===== src/rtl/ld_br_corr_queue.sv =====
module ld_br_corr_queue #(
  parameter int DEPTH = 64,
  parameter int AW    = 12,
  parameter int DW    = 3,
  localparam int PW   = $clog2(DEPTH)
) (
  input  logic          clk,
  input  logic          rst_n,
  input  logic          alloc_valid,
  output logic          alloc_ok,
  output logic [PW-1:0] alloc_ptr,
  output logic [PW:0]   tail_ckpt,
  input  logic          free_valid,
  input  logic          flush_valid,
  input  logic [PW:0]   flush_tail,
  input  logic          agen_valid,
  input  logic [PW-1:0] agen_ptr,
  input  logic [AW-1:0] agen_addr,
  output logic          lookup_valid,
  output logic [PW-1:0] lookup_ptr,
  output logic [AW-1:0] lookup_addr,
  input  logic          pred_valid,
  input  logic [PW-1:0] pred_ptr,
  input  logic          pred_taken,
  input  logic          br_valid,
  input  logic [DW-1:0] br_dist,
  input  logic          br_primary,
  output logic          br_hit,
  output logic [PW-1:0] br_ptr,
  output logic          br_use,
  output logic          br_pred,
  output logic          ovr_valid,
  output logic [PW-1:0] ovr_ptr,
  output logic          ovr_taken,
  input  logic          retire_valid,
  input  logic [PW-1:0] retire_ptr,
  input  logic          retire_taken,
  output logic          upd_valid,
  output logic [AW-1:0] upd_addr,
  output logic          upd_taken
);

  logic [PW:0]      head_q, tail_q, cnt;
  logic [DEPTH-1:0] pav_q, aav_q, pval_q, wt_q, prim_q;
  logic [AW-1:0]    addr_q [DEPTH];
  logic             alloc_fire, free_fire, pred_ok;

  function automatic logic live(input logic [PW-1:0] idx);
    logic [PW-1:0] off;
    off = idx - head_q[PW-1:0];
    return {1'b0, off} < cnt;
  endfunction

  assign cnt        = tail_q - head_q;
  assign alloc_ok   = cnt != (PW+1)'(DEPTH);
  assign alloc_ptr  = tail_q[PW-1:0];
  assign tail_ckpt  = tail_q;
  assign alloc_fire = alloc_valid && alloc_ok && !flush_valid;
  assign free_fire  = free_valid && cnt != '0;

  assign lookup_valid = agen_valid && live(agen_ptr);
  assign lookup_ptr   = agen_ptr;
  assign lookup_addr  = agen_addr;

  assign br_ptr  = tail_q[PW-1:0] - PW'(br_dist) - PW'(1);
  assign br_hit  = br_valid && (int'(br_dist) < int'(cnt));
  assign br_use  = br_hit && pav_q[br_ptr];
  assign br_pred = br_use && pval_q[br_ptr];

  assign pred_ok   = pred_valid && live(pred_ptr);
  assign ovr_valid = pred_ok && wt_q[pred_ptr] && (pred_taken != prim_q[pred_ptr]);
  assign ovr_ptr   = pred_ptr;
  assign ovr_taken = pred_taken;

  assign upd_valid = retire_valid && live(retire_ptr) && aav_q[retire_ptr];
  assign upd_addr  = addr_q[retire_ptr];
  assign upd_taken = retire_taken;

  always_ff @(posedge clk) begin
    if (!rst_n) begin
      head_q <= '0;
      tail_q <= '0;
      pav_q  <= '0;
      aav_q  <= '0;
      pval_q <= '0;
      wt_q   <= '0;
      prim_q <= '0;
    end else begin
      if (flush_valid)     tail_q <= flush_tail;
      else if (alloc_fire) tail_q <= tail_q + 1'b1;
      if (free_fire)       head_q <= head_q + 1'b1;
      if (alloc_fire) begin
        pav_q[alloc_ptr] <= 1'b0;
        aav_q[alloc_ptr] <= 1'b0;
        wt_q[alloc_ptr]  <= 1'b0;
      end
      if (lookup_valid) aav_q[agen_ptr] <= 1'b1;
      if (br_hit && !br_use) begin
        wt_q[br_ptr]   <= 1'b1;
        prim_q[br_ptr] <= br_primary;
      end
      if (pred_ok) begin
        pav_q[pred_ptr]  <= 1'b1;
        pval_q[pred_ptr] <= pred_taken;
        wt_q[pred_ptr]   <= 1'b0;
      end
    end
  end

  always_ff @(posedge clk)
    if (lookup_valid) addr_q[agen_ptr] <= agen_addr;

endmodule


===== config.mk =====
export PLATFORM = sky130hd
export DESIGN_NAME = ld_br_corr_queue
export DESIGN_NICKNAME = d
export VERILOG_FILES = /design/src/rtl/ld_br_corr_queue.sv
export SDC_FILE = /design/constraint.sdc
export NUM_CORES = 2
export LEC_CHECK = 0
export BUFFER_PORTS_ARGS = -buffer_cell sky130_fd_sc_hd__buf_2
export CORE_MARGIN = 5
export CORE_UTILIZATION = 60
export DETAILED_ROUTE_END_ITERATION = 8
export PLACE_DENSITY = 0.77
export SYNTH_ARGS = -nofsm -noshare
export SYNTH_HDL_FRONTEND = slang
export SYNTH_SLANG_ARGS = --single-unit

===== constraint.sdc =====
create_clock -name clk -period 5.67 [get_ports clk]
set_input_delay 0.8505 -clock clk [delete_from_list [all_inputs] [get_ports clk]]
set_output_delay 0.8505 -clock clk [all_outputs]
set_load 0.1 [all_outputs]

==> results_dict.tcl <==
set metrics [dict create \
    crit_path_end_kind "output pin" \
    clk_latency_ns 0.70 \
    p_switching_mw 4.89 \
    crit_required_ns 4.82 \
    slew_headroom_pct 9.68 \
    final_max_slew_viol_count 0 \
    dp_slack_ns 0.499 \
    final_common_cell "edfxtp_1" \
    grt_first_pass_wirelength_um 232000 \
    status "complete, no violations" \
    netlist_area_sq_um 47100 \
    synth_fp_nets 3312 \
    drt_iter0_markers 5218 \
    ys_seq_area_share_pct 63.1 \
    worst_slack_ns 0.192 \
    first_global_vias 32200 \
    drt_wl_total_um 161000 \
    synth_area_per_cell_sq_um 14.7 \
    yosysUniqueCellTypes 94 \
    holdBufCountCts 0 \
    die_area_sq_um 84300 \
    rsz0062_at_grt "false" \
    fin_crit_sh_pct 96.6 \
    die_x_um 290 \
    tightest_slew_ns 1.34 \
    startpoint_type "flip-flop" \
    antenna_cells 0 \
    grt.total_usage_pct 37.4 \
    syn-instance-count 3212 \
    critical_path_class "flip-flop to output pin" \
    initial_core_util_pct 60.6 \
    worstHoldPathType "input port to flip-flop" \
    clk_pin_slew_ns 0.06 \
    syn2layout_area_growth_pct 11.8 \
    synth_edf_count 768 \
    cap_viol_max_count 0 \
    yosys_warnings 0 \
    synth_ff_type "edfxtp_1" \
    grt_max_degree 94 \
    htree_levels 3 \
    die_h_um 290 \
    clock_power_share_pct 40.4 \
    final_antenna_net_count 0 \
    combPwrFrac_pct 12.1 \
    cts_tree "built" \
    cts_max_path_buffers 3 \
    switching_share_pct 26.8 \
    core_sq_um 77700 \
    vias 32600 \
    dp_hpwl_um 97800 \
    period_minus_slack_ns 5.48 \
    seq_power_share_pct 47.6 \
    leakagePower_nw 17.5 \
    cts_root_buffer "clkbuf_16" \
    final_cell_mix "768 x edfxtp_1, 333 x dfxtp_1, 285 x mux4_2" \
    finClkSkew_ns 0.0443 \
    portBuffers 113 \
    synth_seq_cells 1102 \
    num_rows 102 \
    arrival_ns 4.63 \
    path_max_fanout 23 \
    final_nets 3415 \
    numCtsBuffers 108 \
    peakVddDrop_v 0.000264 \
    gp_congestion 1.00 \
    avgRoutedWirePerCell_um 36.2 \
    setup_viol 0 \
    overflow 0 \
    firstDrtPassIters 8 \
    ys_async_sr_fraction_pct 0 \
    p_int_mw 13.4 \
    io_pins 116 \
    clock-sinks 1102 \
    power_density_nw_per_um2 346 \
    max_freq_ghz 0.183 \
    final_hold_viol_count 0 \
    drive_above_1_share_pct 22.9 \
    grt_antenna_before_repair 2 \
    viasPerCell 7.33 \
    tns_ns 0 \
    drc 0 \
]
area by class of cell:
class,count,area (sq um)
clock buffers,142,2890
clock inverters,53,654
fillers,4926,25000
inverters,46,175
multi-input cells,1798,16100
flip-flops and latches,1102,29700
well taps,1040,1300
repair buffers,259,1810
final timing paths:
path	start	end	slack, ns	cells past startpoint
worst max-delay path	tail_ckpt[0]	br_pred	0.19	12
worst max register to register	tail_ckpt[0]	addr_q[28][10]	0.79	12
worst min-delay path	flush_tail[3]	tail_ckpt[3]	0.46	3
worst min register to register	aav_q[36]	aav_q[36]	0.46	2
repair_timing:
action / CTS / global route
setup endpoints to repair: 0 / 1
buffers inserted: 0 / 0
resized for setup: 0 / 1
sequential cells by signal, summed over array words and instances, names as in the netlist:
name       flops
addr_q       768
wt_q          64
prim_q        64
head_q         7
aav_q         64
pval_q        64
tail_ckpt      7
pav_q         64
cell families after synthesis:
| kind of cell | after synthesis | synth area share [%] |
|---|---|---|
| flops | 1102 | 63.1 |
| compound gates | 756 | 10.6 |
| simple gates | 596 | 5.99 |
| mux | 370 | 15.4 |
| buf+inv | 312 | 2.96 |
| fa+ha+maj | 48 | 1.35 |
| xor+xnor | 28 | 0.552 |
power groups by stage:
stage / registers, mW / logic, mW / clock network, mW
2_1_floorplan: 8.87 / 1.40 / 0
3_3_place_gp: 8.85 / 2.07 / 0
3_5_place_dp: 8.85 / 2.12 / 0
4_1_cts: 8.68 / 2.16 / 7.37
5_1_grt: 8.68 / 2.28 / 7.73
6_report: 8.68 / 2.20 / 7.36
through the flow:
step | util [%] | instance area, sq um | hold slack [ns] | total power, mW | instances
finish | 67.8 | 52700 | 0.457 | 18.2 | 4440
global route | 67.8 | 52700 | 0.466 | 18.7 | 4440
CTS | 67.8 | 52700 | 0.437 | 18.2 | 4440
detailed placement | 63.2 | 49100 | 0.447 | 11.0 | 4245
global placement | 63.2 | 49100 | 0.437 | 10.9 | 4245
floorplan | - | 47200 | 0.426 | 10.3 | 3212
cells in the mapped netlist, types with 41 or more instances:
library cell  count  share of area, %
mux2i_1          83               1.8
o211ai_1         55              0.88
buf_4            41              0.65
mux4_2          285                14
ha_1             43               1.1
o21a_1           63               1.0
nor2_1          108              0.86
a21oi_1         172               1.8
o21ai_0         213               2.3
dfxtp_1         334                14
nand3_1          93              0.99
nand2_1         250               2.0
clkbuf_1        153               1.2
edfxtp_1        768                49
critical path, stage by stage, from the launching register on:
cell	delay [ns]
dfxtp_1	0.53
ha_1	0.32
inv_1	0.08
fa_2	0.40
xor2_4	0.53
inv_2	0.31
buf_4	0.31
nand2_1	0.21
o21ai_0	0.12
o221ai_1	0.23
o311ai_0	0.25
a221oi_4	0.41
buf_12	0.22
per-layer routing:
layer | global-route usage, % | wire [um] | vias up
li1 | - | - | 12800
met4 | 21.5 | 12200 | 2
met3 | 7.89 | 18200 | 648
met1 | 47.4 | 53600 | 16300
met5 | 0 | 7 | -
met2 | 60.6 | 76800 | 2844
Note: power is estimated with default switching activity, not from simulation.
